[config.mk]
export PLATFORM = sky130hd
export DESIGN_NAME = snapshot_seq
export DESIGN_NICKNAME = d
export VERILOG_FILES = /design/src/rtl/snap_seq_pkg.sv /design/src/rtl/snap_cfg_latch.sv /design/src/rtl/snap_phase_fsm.sv /design/src/rtl/snap_pulse_dec.sv /design/src/rtl/snapshot_seq.sv
export SDC_FILE = /design/constraint.sdc
export NUM_CORES = 1
export LEC_CHECK = 0
export BUFFER_PORTS_ARGS = -buffer_cell sky130_fd_sc_hd__buf_4
export CORE_ASPECT_RATIO = 1.25
export CORE_UTILIZATION = 50
export CTS_BUF_LIST = sky130_fd_sc_hd__clkbuf_2
export DETAILED_ROUTE_END_ITERATION = 8
export GPL_TIMING_DRIVEN = 0
export PLACE_DENSITY = 0.7
export SETUP_SLACK_MARGIN = 0.4
export SLEW_MARGIN = 20
export SYNTH_ARGS = -nofsm -noshare
export SYNTH_HDL_FRONTEND = slang
export SYNTH_SLANG_ARGS = --single-unit
[constraint.sdc]
create_clock -name clk_i -period 10.21 [get_ports clk_i]
set_input_delay 2.042 -clock clk_i [delete_from_list [all_inputs] [get_ports clk_i]]
set_output_delay 2.042 -clock clk_i [all_outputs]
set_load 0.02 [all_outputs]
[src/rtl/snap_seq_pkg.sv]
package snap_seq_pkg;
  typedef enum logic [3:0] {
    S_IDLE, S_RST, S_INT, S_XWAIT, S_MEM, S_PRE, S_GAP, S_SMP, S_RDY, S_RDWAIT
  } phase_e;
endpackage

[src/rtl/snap_cfg_latch.sv]
module snap_cfg_latch #(
  parameter int CNT_W   = 16,
  parameter int MEM_MIN = 1000,
  parameter int MEM_MAX = 1640
) (
  input  logic             clk_i,
  input  logic             rst_ni,
  input  logic             load_i,
  input  logic [CNT_W-1:0] int_cycles_i,
  input  logic [CNT_W-1:0] ds_cycles_i,
  input  logic [CNT_W-1:0] mem_cycles_i,
  output logic [CNT_W-1:0] int_len_o,
  output logic [CNT_W-1:0] ds_eff_o,
  output logic [CNT_W-1:0] mem_len_o
);
  localparam logic [CNT_W-1:0] MinV = CNT_W'(MEM_MIN);
  localparam logic [CNT_W-1:0] MaxV = CNT_W'(MEM_MAX);
  localparam logic [CNT_W-1:0] One  = CNT_W'(1);

  logic [CNT_W-1:0] int_d, ds_d, mem_d;

  always_comb begin
    int_d = (int_cycles_i == '0) ? One : int_cycles_i;
    if (ds_cycles_i == '0)         ds_d = '0;
    else if (ds_cycles_i >= int_d) ds_d = int_d - One;
    else                           ds_d = ds_cycles_i;
    if (mem_cycles_i < MinV)       mem_d = MinV;
    else if (mem_cycles_i > MaxV)  mem_d = MaxV;
    else                           mem_d = mem_cycles_i;
  end

  always_ff @(posedge clk_i or negedge rst_ni) begin
    if (!rst_ni) begin
      int_len_o <= One;
      ds_eff_o  <= '0;
      mem_len_o <= MinV;
    end else if (load_i) begin
      int_len_o <= int_d;
      ds_eff_o  <= ds_d;
      mem_len_o <= mem_d;
    end
  end


  ds_below_int_chk: assert property (@(posedge clk_i) disable iff (!rst_ni)
    ds_eff_o < int_len_o);

  mem_range_chk: assert property (@(posedge clk_i) disable iff (!rst_ni)
    (mem_len_o >= MinV) && (mem_len_o <= MaxV));
endmodule

[src/rtl/snap_phase_fsm.sv]
module snap_phase_fsm
  import snap_seq_pkg::*;
#(
  parameter int CNT_W = 16,
  parameter int RST_W = 20,
  parameter int PRE_W = 100,
  parameter int GAP_W = 201,
  parameter int SMP_W = 401
) (
  input  logic             clk_i,
  input  logic             rst_ni,
  input  logic             run_i,
  input  logic             par_mode_i,
  input  logic             rd_busy_i,
  input  logic [CNT_W-1:0] int_len_i,
  input  logic [CNT_W-1:0] mem_len_i,
  output phase_e           phase_o,
  output logic [CNT_W-1:0] cnt_o,
  output logic             load_o
);
  localparam logic [CNT_W-1:0] One  = CNT_W'(1);
  localparam logic [CNT_W-1:0] RstV = CNT_W'(RST_W - 1);
  localparam logic [CNT_W-1:0] PreV = CNT_W'(PRE_W - 1);
  localparam logic [CNT_W-1:0] GapV = CNT_W'(GAP_W - 1);
  localparam logic [CNT_W-1:0] SmpV = CNT_W'(SMP_W - 1);

  phase_e           st_q, st_d;
  logic [CNT_W-1:0] cnt_q, cnt_d;
  logic             last;

  assign last = (cnt_q == '0);

  always_comb begin
    st_d  = st_q;
    cnt_d = last ? '0 : cnt_q - One;
    unique case (st_q)
      S_IDLE:   if (run_i) begin st_d = S_RST; cnt_d = RstV; end
      S_RST:    if (last) begin st_d = S_INT; cnt_d = int_len_i - One; end
      S_INT:    if (last) st_d = S_XWAIT;
      S_XWAIT:  if (!rd_busy_i) begin st_d = S_MEM; cnt_d = mem_len_i - One; end
      S_MEM:    if (last) begin st_d = S_PRE; cnt_d = PreV; end
      S_PRE:    if (last) begin st_d = S_GAP; cnt_d = GapV; end
      S_GAP:    if (last) begin st_d = S_SMP; cnt_d = SmpV; end
      S_SMP:    if (last) st_d = S_RDY;
      S_RDY: begin
        if (!par_mode_i)  st_d = S_RDWAIT;
        else if (run_i)   begin st_d = S_RST; cnt_d = RstV; end
        else              st_d = S_IDLE;
      end
      S_RDWAIT: if (!rd_busy_i) begin
        if (run_i) begin st_d = S_RST; cnt_d = RstV; end
        else       st_d = S_IDLE;
      end
      default:  st_d = S_IDLE;
    endcase
  end

  always_ff @(posedge clk_i or negedge rst_ni) begin
    if (!rst_ni) begin
      st_q  <= S_IDLE;
      cnt_q <= '0;
    end else begin
      st_q  <= st_d;
      cnt_q <= cnt_d;
    end
  end

  assign phase_o = st_q;
  assign cnt_o   = cnt_q;
  assign load_o  = (st_d == S_RST) && (st_q != S_RST);


  idle_hold_chk: assert property (@(posedge clk_i) disable iff (!rst_ni)
    (st_q == S_IDLE && !run_i) |=> (st_q == S_IDLE));

  seq_wait_chk: assert property (@(posedge clk_i) disable iff (!rst_ni)
    (st_q == S_RDWAIT && rd_busy_i) |=> (st_q == S_RDWAIT));

  par_restart_chk: assert property (@(posedge clk_i) disable iff (!rst_ni)
    (st_q == S_RDY && par_mode_i && run_i) |=> (st_q == S_RST));
endmodule

[src/rtl/snap_pulse_dec.sv]
module snap_pulse_dec
  import snap_seq_pkg::*;
#(
  parameter int CNT_W   = 16,
  parameter int DS_W    = 20,
  parameter int MEM_MIN = 1000,
  parameter int MEM_MAX = 1640,
  parameter int SMP_W   = 401
) (
  input  logic             clk_i,
  input  logic             rst_ni,
  input  phase_e           phase_i,
  input  logic [CNT_W-1:0] cnt_i,
  input  logic [CNT_W-1:0] ds_eff_i,
  output logic             pix_rst_o,
  output logic             pix_ds_rst_o,
  output logic             mem_hl_no,
  output logic             prech_no,
  output logic             sample_no,
  output logic             frame_rdy_o
);
  localparam int XW = CNT_W + 2;
  localparam logic [XW-1:0] DsV = XW'(DS_W);

  logic [XW-1:0] rem, dse;

  // remaining integration cycles, current one included
  assign rem = XW'(cnt_i) + XW'(1);
  assign dse = XW'(ds_eff_i);

  assign pix_rst_o    = (phase_i == S_RST);
  assign pix_ds_rst_o = (phase_i == S_INT) && (dse != '0) && (rem <= dse) && ((rem + DsV) > dse);
  assign mem_hl_no    = !(phase_i == S_MEM);
  assign prech_no     = !(phase_i == S_PRE);
  assign sample_no    = !(phase_i == S_SMP);
  assign frame_rdy_o  = (phase_i == S_RDY);

  // run-length counters for the width checks
  logic [CNT_W:0] mem_lo, smp_lo, ds_hi;
  always_ff @(posedge clk_i or negedge rst_ni) begin
    if (!rst_ni) begin
      mem_lo <= '0;
      smp_lo <= '0;
      ds_hi  <= '0;
    end else begin
      mem_lo <= mem_hl_no    ? '0 : mem_lo + 1'b1;
      smp_lo <= sample_no    ? '0 : smp_lo + 1'b1;
      ds_hi  <= pix_ds_rst_o ? ds_hi + 1'b1 : '0;
    end
  end


  no_overlap_chk: assert property (@(posedge clk_i) disable iff (!rst_ni)
    $countones({pix_rst_o, pix_ds_rst_o, ~mem_hl_no, ~prech_no, ~sample_no}) <= 1);

  mem_width_chk: assert property (@(posedge clk_i) disable iff (!rst_ni)
    $rose(mem_hl_no) |-> (mem_lo >= (CNT_W+1)'(MEM_MIN)) && (mem_lo <= (CNT_W+1)'(MEM_MAX)));

  smp_width_chk: assert property (@(posedge clk_i) disable iff (!rst_ni)
    $rose(sample_no) |-> (smp_lo == (CNT_W+1)'(SMP_W)));

  ds_width_chk: assert property (@(posedge clk_i) disable iff (!rst_ni)
    $fell(pix_ds_rst_o) |-> (ds_hi <= (CNT_W+1)'(DS_W)));

  rdy_after_smp_chk: assert property (@(posedge clk_i) disable iff (!rst_ni)
    $rose(sample_no) |-> frame_rdy_o);

  rdy_single_chk: assert property (@(posedge clk_i) disable iff (!rst_ni)
    frame_rdy_o |=> !frame_rdy_o);
endmodule

[src/rtl/snapshot_seq.sv]
module snapshot_seq
  import snap_seq_pkg::*;
#(
  parameter int CNT_W   = 16,
  parameter int RST_W   = 20,
  parameter int DS_W    = 20,
  parameter int MEM_MIN = 1000,
  parameter int MEM_MAX = 1640,
  parameter int PRE_W   = 100,
  parameter int GAP_W   = 201,
  parameter int SMP_W   = 401
) (
  input  logic             clk_i,
  input  logic             rst_ni,
  input  logic             run_i,
  input  logic             par_mode_i,
  input  logic             rd_busy_i,
  input  logic [CNT_W-1:0] int_cycles_i,
  input  logic [CNT_W-1:0] ds_cycles_i,
  input  logic [CNT_W-1:0] mem_cycles_i,
  output logic             pix_rst_o,
  output logic             pix_ds_rst_o,
  output logic             mem_hl_no,
  output logic             prech_no,
  output logic             sample_no,
  output logic             frame_rdy_o
);
  logic [CNT_W-1:0] int_len, ds_eff, mem_len, cnt;
  logic             load;
  phase_e           phase;

  snap_cfg_latch #(
    .CNT_W(CNT_W), .MEM_MIN(MEM_MIN), .MEM_MAX(MEM_MAX)
  ) i_cfg (
    .clk_i, .rst_ni, .load_i(load),
    .int_cycles_i, .ds_cycles_i, .mem_cycles_i,
    .int_len_o(int_len), .ds_eff_o(ds_eff), .mem_len_o(mem_len)
  );

  snap_phase_fsm #(
    .CNT_W(CNT_W), .RST_W(RST_W), .PRE_W(PRE_W), .GAP_W(GAP_W), .SMP_W(SMP_W)
  ) i_fsm (
    .clk_i, .rst_ni, .run_i, .par_mode_i, .rd_busy_i,
    .int_len_i(int_len), .mem_len_i(mem_len),
    .phase_o(phase), .cnt_o(cnt), .load_o(load)
  );

  snap_pulse_dec #(
    .CNT_W(CNT_W), .DS_W(DS_W), .MEM_MIN(MEM_MIN), .MEM_MAX(MEM_MAX), .SMP_W(SMP_W)
  ) i_dec (
    .clk_i, .rst_ni, .phase_i(phase), .cnt_i(cnt), .ds_eff_i(ds_eff),
    .pix_rst_o, .pix_ds_rst_o, .mem_hl_no, .prech_no, .sample_no, .frame_rdy_o
  );


  xfer_not_busy_chk: assert property (@(posedge clk_i) disable iff (!rst_ni)
    $fell(mem_hl_no) |-> $past(!rd_busy_i));
endmodule

==> impl_metrics.toml <==
[global_route]
antenna_found_initial = 0
grt_pass1_vias = 5365
grt_overflow_total = 0
grt_pass1_wl_mm = 26.3
grt_start_max_net_pins = 69
track_usage_pct = 27.5

[synth]
ys_warn_count = 0
synthFlopType = "dfrtp_1"
syn_area_per_cell_um2 = 8.33
synthesis.area_mm2 = 0.00588
synthArstFlopShare_pct = 100
yosysTopAreaCell = "dfrtp_1"
synthMostInstantiatedCell = "nand2_1"
synthesis.nets = 812
ys_seq_area_share_pct = 29.1
ys_top_cells_by_count = "nand2_1, dfrtp_1, inv_1"
ys_ff_latch = 68
synth_edf_count = 0
yosysTopAreaCellShare_pct = 25.9
netlist_instances = 706
netlist_top_cells_area = "dfrtp_1, ha_1, xnor2_1, nand2_1, o21ai_0"
synth.distinct_cells = 65

[placed_design]
hpwl_mm = 13.0
dpl_cell_area_mm2 = 0.00649
gpl.final_weighted_congestion = 0.961
port_buffers = 58

[power_and_ir_drop]
worst_ir_drop_vdd_mv = 0.137
finalPower_mw = 1.50
p_per_area_mw_per_mm2 = 227
power_leakage_nw = 3.06

[cts]
clock_latency_ns = 0.52
cts_hold_buf = 0
ctsResizeCount = 0
cts_root_buf = "clkbuf_2"
clockBufferDepth = 2
numCtsBuffers = 9
cts_tree = "yes"
htreeDepth = 3
cts_sinks = 68
clk_pin_slew_ns = 0.20
postCtsSetupBuffers = 0

[timing]
worst_pin_slew_ns = 0.899
hold_viol_final = 0
max_freq_mhz = 149
setup_tns_ns = 0
skew_ns = 0.0365
max_slew_margin_pct = 39.6
rsz0062_at_grt = "no"
period_minus_slack_ns = 6.72
finalMaxSlewViolations = 0
setup_violations = 0
fin_crit_sh_pct = 65.8

[die]
dieArea_mm2 = 0.0122
core_area_mm2 = 0.0113
start_util_pct = 52.1
die_w_um = 99.0
rows = 43
ios = 59
die_y_um = 123

[detailed_routing]
num_vias = 5513
drt_pass1_iterations = 5
wirelength_mm = 15.9
wl_per_cell_um = 17.3
antenna_left = 0
drt_iter0_drc = 322
drc = 0
viasPerCell = 6.03

[cells_and_area]
diodes = 0
drive_above_1_share_pct = 13.3
area_delta_synth_final_pct = 12.2
nNetsFinal = 881
final_cell_area_mm2 = 0.00660

[outcome]
outcome = "finished, final reports clean"

[critical_path]
critPathMaxFanout = 9
critPathLaunchType = "flop"
rrSetupSlack_ns = 7.58
worstPathRequired_ns = 8.17
reg2reg_depth = 7
crit_type = "flop to primary output"
cp-end-kind = "primary output"
cp.arrival_ns = 4.68

[job]
drv_cap = 0

[min_path]
hp-class = "flop to flop"
min_delay_path_depth = 2
cell type report:
type | count | area [um^2]
sequential | 68 | 1710
multi-input combinational | 555 | 3840
inverter | 54 | 203
clock inverter | 7 | 66.3
tap | 135 | 169
buffer | 29 | 135
fill | 1053 | 4700
clock buffer | 9 | 45.0
timing repair buffer | 58 | 435
sequential cells by signal, summed over array words and instances (netlist names):
register / flops
i_fsm.cnt_o: 16
i_cfg.mem_len_o: 16
i_fsm.phase_o: 4
i_cfg.int_len_o: 16
i_cfg.ds_eff_o: 16
power breakdown:
group | internal [mW] | total, mW | leakage (nW) | switching (mW)
combinational | 0.365 | 0.895 | 2.14 | 0.529
sequential | 0.365 | 0.448 | 0.851 | 0.0828
clock | 0.0551 | 0.156 | 0.0634 | 0.101
total | 0.786 | 1.50 | 3.06 | 0.713
metal layers:
| metal | track usage [%] | wire length [um] |
|---|---|---|
| met5 | 0 | 0 |
| met1 | 35.7 | 7000 |
| met2 | 46.6 | 7730 |
| met4 | 11.0 | 393 |
| met3 | 3.45 | 741 |
critical path: stages, from the launching register on:
cell and delay (ns):
dfrtp_1 0.59, ha_1 0.20, buf_2 0.19, nand3_1 0.17, nor3_1 0.41, nand4_1 0.24
xnor2_1 0.19, nand4_1 0.15, or3b_1 0.42, xnor2_1 0.14, ha_1 0.32, nand4_1 0.09
or4_1 0.41, o22a_1 0.18, o21ai_0 0.07, o31a_1 0.16, a211oi_1 0.06, buf_4 0.17
through the flow:
| stage | instances | worst slack, ns | hold slack (ns) | utilization (%) |
|---|---|---|---|---|
| after global placement | 899 | 4.12 | 0.478 | 57.4 |
| after floorplan | 706 | 4.61 | 0.460 | - |
| final | 915 | 3.49 | 0.521 | 58.4 |
| after detailed placement | 899 | 4.11 | 0.494 | 57.4 |
| after global routing | 915 | 3.18 | 0.553 | 58.4 |
| after CTS | 915 | 3.49 | 0.522 | 58.4 |
logic make-up (layout without fill, tap and decap cells):
logic type / after synthesis / in the layout / synth area share (%)
AO/OA/AOI/OAI: 159 / 159 / 17.5
XOR/XNOR: 74 / 74 / 11.3
adder cells (fa/ha/maj): 53 / 53 / 11.3
buffers and inverters: 83 / 157 / 5.74
flip-flops: 68 / 68 / 29.1
multiplexers: 14 / 14 / 2.38
AND/OR/NAND/NOR: 255 / 255 / 22.7
cell usage in the layout (no fill, tap or decap), types with 4 or more instances in the layout:
master	count
a211oi_1	6
a21o_1	8
a21oi_1	19
a22o_1	4
a22oi_1	8
a31oi_1	5
and2_1	5
and3_1	5
buf_2	12
buf_4	61
clkbuf_1	14
clkbuf_2	9
dfrtp_1	61
dfstp_2	7
ha_1	53
inv_1	54
mux2i_1	14
nand2_1	70
nand3_1	29
nand4_1	13
nor2_1	42
nor2b_1	7
nor3_1	24
nor3b_1	7
nor4_1	19
o211ai_1	5
o21a_1	4
o21ai_0	52
o21bai_1	4
o221ai_1	4
o22a_1	6
o22ai_1	14
o31ai_1	5
or4_1	11
xnor2_1	45
xor2_1	28
worst paths after layout:
path / start / endpoint
max: i_fsm.cnt_o[1] / pix_ds_rst_o
min: i_cfg.mem_len_o[7] / i_cfg.mem_len_o[7]
max reg2reg: i_fsm.cnt_o[9] / i_fsm.cnt_o[13]
min reg2reg: i_cfg.mem_len_o[7] / i_cfg.mem_len_o[7]
max in group asynchronous: rst_ni / i_cfg.ds_eff_o[8]
min in group asynchronous: rst_ni / i_fsm.phase_o[3]
(Power assumes the default switching activity.)
